`config.mk`:
```
export PLATFORM = sky130hd
export DESIGN_NAME = rx_desc_wb
export DESIGN_NICKNAME = d
export VERILOG_FILES = /design/src/rtl/rx_desc_wb.sv
export SDC_FILE = /design/constraint.sdc
export NUM_CORES = 1
export LEC_CHECK = 0
export BUFFER_PORTS_ARGS = -buffer_cell sky130_fd_sc_hd__buf_2
export CAP_MARGIN = 20
export CORE_ASPECT_RATIO = 0.6
export CORE_MARGIN = 2
export CORE_UTILIZATION = 53
export CTS_CLUSTER_SIZE = 40
export DETAILED_ROUTE_END_ITERATION = 7
export GPL_TIMING_DRIVEN = 0
export PLACE_DENSITY = 0.77
export SETUP_SLACK_MARGIN = 0.02
export SLEW_MARGIN = 30
export SYNTH_ARGS = -nofsm -noshare
export SYNTH_HDL_FRONTEND = slang
export SYNTH_SLANG_ARGS = --single-unit
```
`constraint.sdc`:
```
create_clock -name clk -period 7 [get_ports clk]
set_clock_uncertainty 0.05 [all_clocks]
set_input_delay 1.4 -clock clk [delete_from_list [all_inputs] [get_ports clk]]
set_output_delay 1.4 -clock clk [all_outputs]
set_load 0.05 [all_outputs]
```
`src/rtl/rx_desc_wb.sv`:
```
`timescale 1ns/1ps
module rx_desc_wb #(
  parameter int NDESC   = 4,
  parameter int AW      = 32,
  parameter int MIN_LEN = 64,
  localparam int IW     = (NDESC > 1) ? $clog2(NDESC) : 1,
  localparam int LW     = 14
) (
  input  logic          clk,
  input  logic          rst_n,
  input  logic          rx_valid,
  input  logic [7:0]    rx_data,
  input  logic          rx_sof,
  input  logic          rx_eof,
  input  logic          rx_err,
  input  logic [5:0]    ctl_accept,
  input  logic [LW-1:0] max_len,
  input  logic [47:0]   station_addr,
  input  logic          sw_we,
  input  logic [IW-1:0] sw_idx,
  input  logic [31:0]   sw_word0,
  input  logic [AW-1:0] sw_bufaddr,
  input  logic [IW-1:0] rd_idx,
  output logic [31:0]   rd_word0,
  output logic [AW-1:0] rd_bufaddr,
  output logic [IW-1:0] cur_idx,
  output logic          buf_we,
  output logic [AW-1:0] buf_addr,
  output logic [7:0]    buf_data,
  output logic          wb_valid,
  output logic [IW-1:0] wb_idx,
  output logic [31:0]   wb_word0
);

  typedef enum logic [1:0] {S_IDLE, S_RECV, S_DROP} st_t;

  logic [31:0]   w0 [NDESC];
  logic [AW-1:0] ba [NDESC];
  st_t           st;
  logic [LW:0]   pos_q;
  logic [47:0]   da_q;
  logic          err_q;

  assign rd_word0   = w0[rd_idx];
  assign rd_bufaddr = ba[rd_idx];

  wire         cw_own = w0[cur_idx][31];
  wire         cw_eor = w0[cur_idx][30];
  wire [10:0]  cw_bsz = w0[cur_idx][13:3];
  wire [AW-1:0] cw_ba = ba[cur_idx];

  wire start  = rx_valid & rx_sof;
  wire active = rx_valid & (rx_sof ? cw_own : (st == S_RECV));
  wire finish = active & rx_eof;

  wire [LW:0] p     = start ? '0 : pos_q;
  wire [LW:0] total = (&p) ? p : p + 1'b1;
  wire [LW:0] bsz   = {1'b0, cw_bsz, 3'b000};
  wire [LW:0] mx    = {1'b0, max_len};
  wire [LW:0] lim   = (bsz < mx) ? bsz : mx;
  wire        store = active & (p < lim);

  logic [47:0] da_now;
  always_comb begin
    for (int k = 0; k < 6; k++) begin
      da_now[8*k +: 8] = start ? 8'h00 : da_q[8*k +: 8];
      if (active && p == (LW+1)'(k)) da_now[8*k +: 8] = rx_data;
    end
  end

  wire err_now = rx_err | (~start & err_q);
  wire runt    = total < (LW+1)'(MIN_LEN);
  wire trunc   = total > lim;
  wire res     = runt | err_now | trunc;
  wire [LW-1:0] slen = LW'(trunc ? lim : total);

  wire bcast   = &da_now;
  wire mcast   = da_now[0] & ~bcast;
  wire match   = da_now == station_addr;
  wire addr_ok = ctl_accept[0] | (ctl_accept[1] & match) |
                 (ctl_accept[2] & mcast) | (ctl_accept[3] & bcast);
  wire accept  = addr_ok & (~runt | ctl_accept[4]) & (~err_now | ctl_accept[5]);
  wire do_wb   = finish & accept;

  wire [31:0] wbw = {1'b0, cw_eor, 2'b11, 6'b0, res, runt, err_now, 5'b0, slen};
  wire [IW-1:0] nxt = (cw_eor || cur_idx == IW'(NDESC-1)) ? '0 : cur_idx + 1'b1;

  always_ff @(posedge clk or negedge rst_n) begin
    if (!rst_n) begin
      st    <= S_IDLE;
      pos_q <= '0;
      da_q  <= '0;
      err_q <= 1'b0;
    end else if (rx_valid) begin
      pos_q <= total;
      da_q  <= da_now;
      err_q <= err_now;
      if (rx_sof)      st <= rx_eof ? S_IDLE : (cw_own ? S_RECV : S_DROP);
      else if (rx_eof) st <= S_IDLE;
    end
  end

  always_ff @(posedge clk or negedge rst_n) begin
    if (!rst_n) begin
      for (int i = 0; i < NDESC; i++) begin
        w0[i] <= '0;
        ba[i] <= '0;
      end
    end else begin
      for (int i = 0; i < NDESC; i++) begin
        if (do_wb && cur_idx == IW'(i)) begin
          w0[i] <= wbw;
        end else if (sw_we && sw_idx == IW'(i)) begin
          w0[i] <= sw_word0;
          ba[i] <= sw_bufaddr;
        end
      end
    end
  end

  always_ff @(posedge clk or negedge rst_n) begin
    if (!rst_n) begin
      cur_idx  <= '0;
      buf_we   <= 1'b0;
      buf_addr <= '0;
      buf_data <= '0;
      wb_valid <= 1'b0;
      wb_idx   <= '0;
      wb_word0 <= '0;
    end else begin
      buf_we   <= store;
      buf_addr <= cw_ba + AW'(p);
      buf_data <= rx_data;
      wb_valid <= do_wb;
      wb_idx   <= cur_idx;
      wb_word0 <= wbw;
      if (do_wb) cur_idx <= nxt;
    end
  end

endmodule

```
Yosys cells after proc, flatten, opt, wreduce, memory -nomap -nowiden --
Index checks and enable logic that the tools add are counted.
Word-level totals: flip-flop bits (word level) 388, bits in latches 0, bits in writable memories 0, memory bits (read-only) 0, input bits 151, logic and storage cells 143, memories 0
Cells by class: add/subtract/negate cells 3, multiply operators 0, divide/modulo/power cells 0, magnitude comparators 6, eq/ne operators 13, shift operators 0, mux-type cells 42, bitwise logic cells 30, reductions and logical operators 30
Operator list (number):
- 32-bit two-way mux | 16
- 32-bit binary-select mux with 2-bit select | 4
- 8-bit two-way mux | 12
- 48-bit equality test | 1
- 48-bit AND reduction | 1
- 32-bit by 15-bit adder with 32-bit output | 1
- 15-bit by 2-bit equality test with 1-bit output (second input constant) | 2
- 15-bit by 3-bit equality test with 1-bit output (second input constant) | 2
- 15-bit two-way mux | 2
- 14-bit two-way mux | 2
- 15-bit by 1-bit adder with 15-bit output (second input constant) | 1
- 15-bit by 1-bit equality test with 1-bit output (second input constant) | 1
- 15-bit by 14-bit > comparator with 1-bit output | 1
- 15-bit logical NOT | 1
- 15-bit by 14-bit < comparator with 1-bit output | 1
- 15-bit by 7-bit < comparator with 1-bit output (second input constant) | 1
- 15-bit AND reduction | 1
- 1-bit logical AND | 14
- 14-bit < comparator | 1
- 1-bit bitwise AND | 12
- 2-bit two-way mux | 5
- 2-bit AND reduction | 5
- 2-bit nonzero test | 5
- 2-bit equality test (second input constant) | 4
- other kinds (9) | 28

Depth between registers and ports, before layout --
Gate-level depths: netlist of the first run.
word-level depth 20, depth in mapped cells 27, gate-level depth less buffers 23

Worst setup path after synthesis of the first run --
OpenSTA, ideal clock, no wires.
path type register -> register, start point register cur_idx[0], end point register w0[117] in the netlist's numbering, setup time 0.143 ns, arrival time 6.766 ns, data required time 6.807 ns, setup slack 0.041 ns, stages on the path, launching flop included 27, period minus slack after synthesis 6.959 ns, path through dfrtp_1 -> buf_1 -> buf_2 -> buf_1 -> mux4_2 -> ha_1 -> o21ai_0 -> nand2b_1 -> a21oi_1 -> o21ai_0 -> o21ai_0 -> a21oi_1 -> clkbuf_1 -> nand2_1 -> ha_1 -> nor2b_1 -> o21a_1 -> o21a_1 -> o21ai_0 -> nand2b_1 -> a21oi_1 -> nor3_1 -> a2111oi_0 -> o21ai_1 -> clkbuf_1 -> nor3_1 -> mux2i_1
Between the ends: longest elaborated chain between the ends 19, elaborated cells on any way between the ends 40, those cells by class 2 x order compare; 1 x eq/ne; 12 x mux; 15 x bitwise; 10 x reduce/logical
Ends and longest elaborated chain:
- start: declaration | RTL line 26 | output logic [IW-1:0] cur_idx,
- start signal: assignment | RTL line 137 | if (do_wb) cur_idx <= nxt;
- parallel branches: the longest is 19 deep, another holds 15-bit by 14-bit > comparator with 1-bit output
- end signal: indexed assignment | RTL line 112 | w0[i] <= wbw;
- end signal: indexed assignment | RTL line 114 | w0[i] <= sw_word0;
- end: declaration | RTL line 37 | logic [31:0] w0 [NDESC];
Parallel ways; which one is timed is not known. The select of a mux whose other input is x is not followed. A chain may end at the register's enable or synchronous reset.

Worst setup path after layout of the first run --
start point input port rx_sof, end point register buf_addr[22]
Between the ends: longest elaborated chain between the ends 3
Ends and longest elaborated chain:
- start: declaration | RTL line 13 | input logic rx_sof,
- 1-bit bitwise AND | RTL line 52 | wire start = rx_valid & rx_sof;
- 15-bit two-way mux | RTL line 56 | wire [LW:0] p = start ? '0 : pos_q;
- 32-bit by 15-bit adder with 32-bit output | RTL line 132 | buf_addr <= cw_ba + AW'(p);
- end signal: assignment | RTL line 132
- end: declaration | RTL line 28 | output logic [AW-1:0] buf_addr,
No other way between the ends.

==> impl_metrics.env, run 1 <==
export IMPL_run_status="complete, no violations"
export IMPL_core_area_um2=41700
export IMPL_drt_iter0_drc=1974
export IMPL_synth_edff_count=0
export IMPL_yosysSeqAreaShare=0.435
export IMPL_dp_cells=2693
export IMPL_cts_tree="yes"
export IMPL_synth_most_common_cell="dfrtp_1"
export IMPL_fp_row_count=58
export IMPL_drc=0
export IMPL_worst_slack_ns=0.302
export IMPL_instances_no_fill=2770
export IMPL_drt_pass1_iter_count=6
export IMPL_rsz0062_at_grt="no"
export IMPL_critPathLaunch="rx_sof"
export IMPL_period_needed_ns=6.70
export IMPL_port_buffers=276
export IMPL_timing_critical_path_arrival_ns=7.12
export IMPL_worstReg2RegEnd="w0[9]"
export IMPL_tns_ns=0
export IMPL_hold_path_class="flop to flop"
export IMPL_insertion_delay_ns=0.56
export IMPL_clock_sinks=387
export IMPL_vias_per_cell=6.26
export IMPL_vdd_ir_drop_max_v=0.000237
export IMPL_grt_busiest_layer="met1"
export IMPL_yosys_top_cells_area="dfrtp_1, mux4_2, mux2i_1, mux2_4, ha_1"
export IMPL_worstSetupEndpointType="flop"
export IMPL_dieWidth_um=269
export IMPL_timing_rr_start="cur_idx[0]"
export IMPL_multi_input_area_um2=11600
export IMPL_r2r_slack_ns=0.38
export IMPL_layout_nets=2370
export IMPL_critPathSlowestCell="a21oi_1"
export IMPL_place_gp_congestion=1.01
export IMPL_pwr_share_seq=0.310
export IMPL_switchingPower_mw=4.28
export IMPL_netlist_top_cells_count="dfrtp_1, mux2i_1, nand2_1"
export IMPL_post_dp_cell_area_um2=24500
export IMPL_netlist_instances=1831
export IMPL_routedWlPerCell_um=25.9
export IMPL_root_buffer="clkbuf_16"
export IMPL_regArea_um2=9680
export IMPL_globalRouteMet2Util=0.459
export IMPL_worst_pin_slew_ns=1.00
export IMPL_required_ns=7.42
export IMPL_syn_to_final_growth_pct=16.8
export IMPL_ctsHoldBuffers=0
export IMPL_max_freq_ghz=0.149
export IMPL_pwr_share_clk=0.223
export IMPL_yosysTopAreaCellShare=0.435
export IMPL_p_leak_nw=12.7
export IMPL_grt_usage=0.329
export IMPL_critPathTopFamily="buffers and inverters"
export IMPL_antenna_found_initial=11
export IMPL_cap_violations=0
export IMPL_fillers=3279
export IMPL_gr_usage_met3=0.0829
export IMPL_whs_ns=0.448
export IMPL_power_density_nw_per_um2=389
export IMPL_ys_async_sr_fraction=1.00
export IMPL_yosysTopAreaCell="dfrtp_1"
export IMPL_htree_levels=2
export IMPL_r2r_cells=27
export IMPL_final_util=0.624
export IMPL_p_int_mw=5.83
export IMPL_dieArea_um2=43700
export IMPL_power_mw=10.1
export IMPL_dp_slack_ns=-1.68
export IMPL_startpoint_type="input port"
export IMPL_syn_avg_cell_area_um2=12.2
export IMPL_vias=17337
export IMPL_drtAntennaViolNets=0
export IMPL_synth_area_um2=22300
export IMPL_initial_core_util=0.534
export IMPL_cts_made_buffers=38
export IMPL_critical_path_buf_inv_count=6
export IMPL_drive_above_1_share=0.309
export IMPL_grt_pass1_vias=17124
export IMPL_maxSlewViolCount=0
export IMPL_stdcell_area_um2=26000
export IMPL_cp_common_cell="clkbuf_1"
export IMPL_synthFlopType="dfrtp_1"
export IMPL_ys_types=81
export IMPL_critPathKind="input port to flop"
export IMPL_post_cts_repair_setup_buffers=0
export IMPL_overflow=0
export IMPL_cpPeakStageDelay_ns=0.74
export IMPL_switching_share=0.423
export IMPL_grt_max_degree=87
export IMPL_routed_wirelength_um=71800
export IMPL_power_frac_comb=0.467
export IMPL_ys_ff_latch=387
export IMPL_met1_usage=0.505
export IMPL_finalCritPeriodShare=0.957
export IMPL_clk_pin_slew_ns=0.07
export IMPL_grt_pass1_wl_um=107000
export IMPL_die_h_um=163
export IMPL_cts_buffer_depth=3
export IMPL_path_depth=19
export IMPL_critPathMaxFanout=10
export IMPL_setup_viol=0
export IMPL_ios=293
export IMPL_ys_warn_count=0
export IMPL_relSlewSlack=0.324
export IMPL_endpoint="buf_addr[22]"
export IMPL_dp_hpwl_um=53500
export IMPL_worstPathCellList="buf_2, nand2_1, buf_2, clkbuf_1, clkbuf_1, clkbuf_1, clkbuf_1, and3_1, ha_1, a21oi_1, nor2b_1, o21a_1, o21ai_0, a21o_1, a211oi_1, o21ai_0, a21oi_1, nand3_1, xnor2_1"
export IMPL_timing_final_hold_violations=0
[layout by cell type, fill, tap and decap left out, types with 32 or more instances in the layout]
cell / n
xnor2_1: 45
nand2_1: 109
nor2_1: 51
nand3_1: 54
mux2_2: 32
buf_2: 298
dfrtp_1: 387
mux2_1: 40
clkbuf_16: 39
ha_1: 55
o21ai_0: 44
mux2_4: 81
a21oi_1: 105
inv_1: 88
clkbuf_1: 53
mux2i_1: 222
mux4_2: 108
[cells by family (layout without fill, tap and decap cells)]
kind of cell,after synthesis,in the layout,share of synthesized area
muxes,484,484,0.301
adders and majority gates,55,55,0.0309
xor gates and xnor gates,65,65,0.0256
AOI/OAI and AO/OA,259,259,0.0750
and+or+nand+nor,362,362,0.0845
buffers and inverters,217,565,0.0478
other,2,23,0.000338
DFF,387,387,0.435
[sequential cells by signal (all words and copies together), names as in the netlist, 8 cells and up]
name and count:
w0 128, pos_q 15, ba 128, wb_word0 19, da_q 48, buf_addr 32, buf_data 8
[how the worst min path moves through the flow]
stage,slack [ns],cells after the start,to,from
floorplan,0.41,2,w0[124],w0[124]
global placement,0.43,2,w0[125],w0[125]
detailed placement,0.44,1,err_q,err_q
CTS,0.45,1,err_q,err_q
global route,0.48,1,err_q,err_q
finish,0.45,1,err_q,err_q
[power by group through the flow]
stage / Combinational (mW) / Clock [mW] / Sequential, mW
after global routing: 5.00 / 2.36 / 3.18
after CTS: 4.65 / 2.26 / 3.12
after detailed placement: 4.57 / 0 / 3.15
final: 4.72 / 2.25 / 3.13
after floorplan: 2.81 / 0 / 3.59
after global placement: 4.45 / 0 / 3.11
[worst register-to-register path, cell delays in order, from the launching register on]
cell,delay [ns]
dfrtp_1,0.51
buf_6,0.26
buf_6,0.27
mux4_2,0.55
ha_1,0.28
nor4b_1,0.29
o21a_1,0.17
o21ai_0,0.08
nand2b_1,0.11
a21oi_1,0.11
o21ai_0,0.16
o21ai_0,0.16
a21oi_4,0.36
clkbuf_4,0.34
nand2_1,0.10
ha_1,0.30
nor2b_1,0.14
o21a_1,0.17
o21a_1,0.16
o21ai_0,0.15
nand2b_1,0.08
a21oi_1,0.17
nor3_1,0.08
a2111oi_2,0.44
o21ai_2,0.19
buf_2,0.29
mux2_2,0.38
mux2i_1,0.17
[routing by layer]
| metal | vias up | part of all wire |
|---|---|---|
| li1 | 7364 | - |
| met1 | 8892 | 0.45 |
| met2 | 939 | 0.42 |
| met3 | 138 | 0.10 |
| met4 | 4 | 0.028 |
| met5 | - | 0.00036 |
[layout make-up]
class                      count  area share
antenna                       10    0.000963
multi-input combinational   1238       0.446
buffer                       128      0.0298
timing repair buffer         282      0.0593
inverter                      89      0.0129
sequential                   387       0.373
clock buffer                  53      0.0430
clock inverter                13     0.00823
tap                          570      0.0274
[what timing repair did]
item,CTS,global route
endpoints found under the hold margin,0,0
gates resized for setup,17,7
pin swaps,0,1
setup endpoints to repair,76,71
Note: power is estimated with default switching activity, not from simulation.
==> run 2, diff against run 1 <==
- BUFFER_PORTS_ARGS: -buffer_cell sky130_fd_sc_hd__buf_2 -> default
- CORE_UTILIZATION: 53 -> 58
- DONT_BUFFER_PORTS: default -> 1
- PLACE_DENSITY: 0.77 -> 0.76
==> run 2 against run 1 <==
Register-to-register slack lost 0.12 ns. Critical path depth unchanged. Sequential power is 19% higher. First-iteration DRC count decreased by 4.4%. Final area down 6.4%. Highest routed layer is now met4. Clock power decreased by 6%. Count of clock-buffer cells in the layout up 5. Final cell count decreased by 12%. Total power is 4.9% lower. Utilization rose by 2.0 points. Critical path type unchanged. Largest cell class unchanged. Worst setup slack got worse by 0.057 ns. Sequential share of layout area increased by 2.6 points.
==> impl_metrics.env, run 2 (same netlist as run 1, synthesis figures left out) <==
export IMPL_routedWlPerCell_um=27.7
export IMPL_syn_to_final_growth_pct=9.28
export IMPL_layout_common_cells="dfrtp_1, mux2i_1, nand2_1, mux4_2, a21oi_1"
export IMPL_instances_no_fill=2428
export IMPL_switching_share=0.424
export IMPL_relSlewSlack=0.153
export IMPL_drtAntennaViolNets=0
export IMPL_die_h_um=156
export IMPL_holdPathStages=1
export IMPL_grt_max_degree=388
export IMPL_power_mw=9.62
export IMPL_clock_sinks=387
export IMPL_ios=293
export IMPL_multi_input_area_um2=11600
export IMPL_root_buffer="clkbuf_16"
export IMPL_setup_viol=0
export IMPL_core_area_um2=37800
export IMPL_period_needed_ns=6.75
export IMPL_drt_iter0_drc=1888
export IMPL_switchingPower_mw=4.07
export IMPL_timing_critical_path_arrival_ns=7.17
export IMPL_fp_row_count=55
export IMPL_dp_cells=2355
export IMPL_vias=16053
export IMPL_critPathKind="input port to flop"
export IMPL_r2r_cells=27
export IMPL_p_leak_nw=11.5
export IMPL_worst_pin_slew_ns=1.27
export IMPL_cap_violations=0
export IMPL_power_density_nw_per_um2=395
export IMPL_cts_made_buffers=38
export IMPL_dieArea_um2=40000
export IMPL_layout_nets=2092
export IMPL_layout_commonest_cell="dfrtp_1"
export IMPL_timing_final_hold_violations=0
export IMPL_dp_slack_ns=-1.95
export IMPL_antenna_found_initial=0
export IMPL_regArea_um2=9690
export IMPL_clk_pin_slew_ns=0.06
export IMPL_hold_path_class="flop to flop"
export IMPL_top_regs="ba: 128 flops, w0: 128 flops, da_q: 48 flops"
export IMPL_grt_pass1_wl_um=101000
export IMPL_drc=0
export IMPL_worstSetupEndpointType="flop"
export IMPL_routed_wirelength_um=67300
export IMPL_required_ns=7.41
export IMPL_dp_hpwl_um=49400
export IMPL_port_buffers=0
export IMPL_power_frac_comb=0.391
export IMPL_fillers=2830
export IMPL_insertion_delay_ns=0.55
export IMPL_ctsHoldBuffers=0
export IMPL_pwr_share_clk=0.220
export IMPL_p_int_mw=5.54
export IMPL_run_status="complete, no violations"
export IMPL_htree_levels=2
export IMPL_finalCritPeriodShare=0.965
export IMPL_initial_core_util=0.589
export IMPL_drive_above_1_share=0.207
export IMPL_pwr_share_seq=0.389
export IMPL_dieWidth_um=257
export IMPL_vias_per_cell=6.61
export IMPL_overflow=0
export IMPL_maxSlewViolCount=0
export IMPL_startpoint_type="input port"
export IMPL_critPathMaxFanout=10
export IMPL_cts_buffer_depth=3
export IMPL_grt_pass1_vias=15744
export IMPL_drt_pass1_iter_count=5
export IMPL_max_freq_ghz=0.148
export IMPL_antennaDiodeCount=0
export IMPL_cts_tree="yes"
export IMPL_place_gp_congestion=1.02
export IMPL_worst_slack_ns=0.245
export IMPL_vdd_ir_drop_max_v=0.000185
export IMPL_grt_usage=0.335
run 2: cell types whose count changed in the layout (fill, tap and decap cells not counted), sizes merged:
cell      delta
buf        -276
diode       -10
bufinv       -4
clkbuf       +3
clkinv       +2
clkinvlp     +1
inv          -1
run 2: metal layers:
| layer | share of wire | GRT usage | vias to the layer above | wire length (um) |
|---|---|---|---|---|
| met5 | 0 | 0 | - | 0 |
| met4 | 0.022 | 0.0709 | 0 | 1460 |
| met3 | 0.12 | 0.108 | 99 | 8140 |
| met2 | 0.42 | 0.471 | 890 | 28400 |
| met1 | 0.44 | 0.508 | 8283 | 29300 |
| li1 | - | - | 6781 | - |
run 2: path summary, 6_finish.rpt:
check | from | endpoint | slack (ns)
worst max-delay path | rx_sof | w0[104] | 0.25
worst min-delay path | err_q | err_q | 0.46
worst max register to register | cur_idx[0] | w0[104] | 0.26
worst min register to register | err_q | err_q | 0.46
max in group asynchronous | rst_n | wb_word0[8] | 5.37
min in group asynchronous | rst_n | wb_word0[29] | 0.52
run 2: layout make-up:
cell class                 count  share of cell area
clock inverter                11             0.00376
buffer                       127              0.0313
tap                          513              0.0264
timing repair buffer           5             0.00170
sequential                   387               0.398
inverter                      89              0.0137
clock buffer                  58              0.0484
multi-input combinational   1238               0.476
run 2: power by group through the flow:
| stage | combinational [mW] | clock (mW) | sequential [mW] |
|---|---|---|---|
| finish | 3.76 | 2.12 | 3.74 |
| global route | 4.01 | 2.22 | 3.78 |
| floorplan | 2.81 | 0 | 3.59 |
| global placement | 3.49 | 0 | 3.72 |
| CTS | 3.67 | 2.12 | 3.73 |
| detailed placement | 3.61 | 0 | 3.76 |
run 2: timing repair:
| item | in CTS | in global routing |
|---|---|---|
| buffers inserted | 0 | 4 |
| pin swaps | 0 | 1 |
| resized for setup | 16 | 5 |
| setup endpoints to repair | 76 | 51 |
run 2: worst max-delay path: stages:
cell	delay, ns
buf_2	0.16
nand2_1	0.22
buf_2	0.37
clkbuf_1	0.53
clkbuf_1	0.66
clkbuf_1	0.51
and2_1	0.43
nand2_1	0.12
xor2_1	0.15
nor2_1	0.09
ha_1	0.30
nand3_1	0.15
o21ai_0	0.21
a21o_1	0.15
a2111oi_0	0.09
o21ai_1	0.48
buf_2	0.48
mux2_2	0.47
mux2i_1	0.16
run 2: stage by stage:
stage,util,TNS (ns),hold WS (ns),instance area (um^2)
after floorplan,-,0,0.409,22300
after global placement,0.607,-157.99,0.428,22900
after detailed placement,0.607,-118.40,0.445,22900
after CTS,0.642,0,0.459,24300
after global routing,0.644,-0.127,0.480,24300
final,0.644,0,0.458,24300
==> run 3, diff against run 2 <==
- CORE_MARGIN: 2 -> 10
==> run 3 against run 2 <==
Sequential cell count unchanged. Hold slack worse by 0.0028 ns. Utilization down 0.056 points. Via count up 1.0%. Critical endpoint is now buf_addr[22]. Highest routed layer is now met5.
==> impl_metrics.env, run 3 (same netlist as run 1, synthesis figures left out) <==
export IMPL_vias_per_cell=6.69
export IMPL_dieWidth_um=273
export IMPL_setup_viol=0
export IMPL_whs_endpoint="err_q"
export IMPL_switching_share=0.425
export IMPL_regArea_um2=9690
export IMPL_clk_pin_slew_ns=0.06
export IMPL_period_needed_ns=6.76
export IMPL_routedWlPerCell_um=29.2
export IMPL_drtAntennaViolNets=0
export IMPL_syn_to_final_growth_pct=9.18
export IMPL_insertion_delay_ns=0.54
export IMPL_drive_above_1_share=0.207
export IMPL_p_int_mw=5.53
export IMPL_cts_buffer_depth=3
export IMPL_worst_slack_ns=0.242
export IMPL_die_h_um=172
export IMPL_worstHoldStart="err_q"
export IMPL_cap_violations=0
export IMPL_initial_core_util=0.589
export IMPL_worstSetupEndpointType="flop"
export IMPL_timing_rr_start="cur_idx[0]"
export IMPL_drt_pass1_iter_count=5
export IMPL_finalCritPeriodShare=0.965
export IMPL_cts_made_buffers=38
export IMPL_port_buffers=0
export IMPL_fillers=2841
export IMPL_worst_pin_slew_ns=1.08
export IMPL_max_freq_ghz=0.148
export IMPL_critPathMaxFanout=10
export IMPL_pwr_share_clk=0.218
export IMPL_required_ns=7.36
export IMPL_dp_hpwl_um=53000
export IMPL_clock_sinks=387
export IMPL_layout_common_cells="dfrtp_1, mux2i_1, nand2_1, mux4_2, a21oi_1"
export IMPL_core_area_um2=37800
export IMPL_pwr_share_seq=0.389
export IMPL_r2r_slack_ns=0.54
export IMPL_drt_iter0_drc=2201
export IMPL_rsz0062_at_grt="no"
export IMPL_relSlewSlack=0.282
export IMPL_tns_ns=0
export IMPL_startpoint_type="input port"
export IMPL_dieArea_um2=46900
export IMPL_layout_commonest_cell="dfrtp_1"
export IMPL_timing_final_hold_violations=0
export IMPL_worstReg2RegEnd="w0[8]"
export IMPL_holdPathStages=1
export IMPL_top_regs="ba: 128 flops, w0: 128 flops, da_q: 48 flops"
export IMPL_htree_levels=2
export IMPL_hold_path_class="flop to flop"
export IMPL_ctsHoldBuffers=0
export IMPL_maxSlewViolCount=0
export IMPL_place_gp_congestion=1.00
export IMPL_run_status="complete, no violations"
export IMPL_grt_max_degree=388
export IMPL_grt_pass1_vias=15845
export IMPL_power_frac_comb=0.393
export IMPL_r2r_cells=27
export IMPL_p_leak_nw=11.5
export IMPL_switchingPower_mw=4.10
export IMPL_cts_tree="yes"
export IMPL_stdcell_area_um2=24300
export IMPL_dp_slack_ns=-1.93
export IMPL_ios=293
export IMPL_vdd_ir_drop_max_v=0.000254
export IMPL_grt_usage=0.296
export IMPL_power_density_nw_per_um2=396
export IMPL_root_buffer="clkbuf_16"
export IMPL_overflow=0
export IMPL_antenna_found_initial=1
export IMPL_timing_critical_path_arrival_ns=7.12
export IMPL_routed_wirelength_um=70700
export IMPL_grt_pass1_wl_um=104000
export IMPL_drc=0
export IMPL_layout_nets=2090
export IMPL_whs_ns=0.455
export IMPL_multi_input_area_um2=11600
export IMPL_critPathKind="input port to flop"
export IMPL_post_dp_cell_area_um2=22900
export IMPL_vias=16213
export IMPL_fp_row_count=55
[run 3: cell types whose count changed in the layout (fill, tap and decap cells not counted), sizes merged]
cell	previous run	this run
clkinv	6	10
clkinvlp	3	1
inv	90	89
clkbuf	115	109
bufinv	1	3
diode	0	1
buf	75	73
[run 3: metrics by stage]
step,utilization,power [mW],instances
global placement,0.607,7.26,2355
floorplan,-,6.40,1842
detailed placement,0.607,7.41,2355
finish,0.643,9.63,2424
CTS,0.641,9.56,2420
global route,0.643,10.1,2424
[run 3: what timing repair did]
item | in CTS | in global routing
pin swaps | 1 | 1
buffers inserted | 0 | 3
setup endpoints to repair | 76 | 75
gates resized for setup | 16 | 11
[run 3: routing by layer]
layer / track usage / up-vias / part of all wire / wire length [um]
met5: 0.0153 / - / 0.0013 / 92
met4: 0.0823 / 2 / 0.030 / 2120
met2: 0.412 / 1024 / 0.42 / 29800
met3: 0.115 / 149 / 0.13 / 9430
li1: - / 6797 / - / -
met1: 0.419 / 8241 / 0.41 / 29300
[run 3: worst max path at each step]
stage / slack, ns / end / depth (start not counted) / startpoint
after floorplan: 0.04 / w0[117] / 26 / cur_idx[0]
after global placement: -2.28 / wb_word0[0] / 26 / cur_idx[0]
after detailed placement: -1.93 / w0[32] / 26 / cur_idx[1]
after CTS: 0.05 / w0[74] / 27 / cur_idx[0]
after global routing: 0.03 / buf_addr[22] / 19 / rx_sof
final: 0.24 / buf_addr[22] / 19 / rx_sof
[run 3: final cells by class]
class	instances	area share
Tap cell	513	0.0264
Timing Repair Buffer	3	0.000927
Buffer	127	0.0316
Antenna cell	1	0.000103
Multi-Input combinational cell	1238	0.477
Inverter	89	0.0138
Clock inverter	14	0.00670
Clock buffer	52	0.0446
Sequential cell	387	0.399
[run 3: worst max-delay path, stage by stage]
cell and delay, ns:
buf_2 0.16, nand2_1 0.21, buf_2 0.35, clkbuf_1 0.52
clkbuf_1 0.67, clkbuf_1 0.54, clkbuf_1 0.49, and3_1 0.26
ha_1 0.16, a21oi_1 0.06, nor2b_1 0.15, o21a_1 0.14
o21ai_0 0.11, a21o_1 0.23, a211oi_1 0.36, o21ai_0 0.19
a21oi_1 0.74, nand3_1 0.19, xnor2_1 0.17
[run 3: power by group through the flow]
stage / clock (mW) / combinational (mW) / sequential [mW]
6_report: 2.10 / 3.79 / 3.74
3_5_place_dp: 0 / 3.64 / 3.77
2_1_floorplan: 0 / 2.81 / 3.59
5_1_grt: 2.23 / 4.07 / 3.79
3_3_place_gp: 0 / 3.53 / 3.74
4_1_cts: 2.13 / 3.70 / 3.74
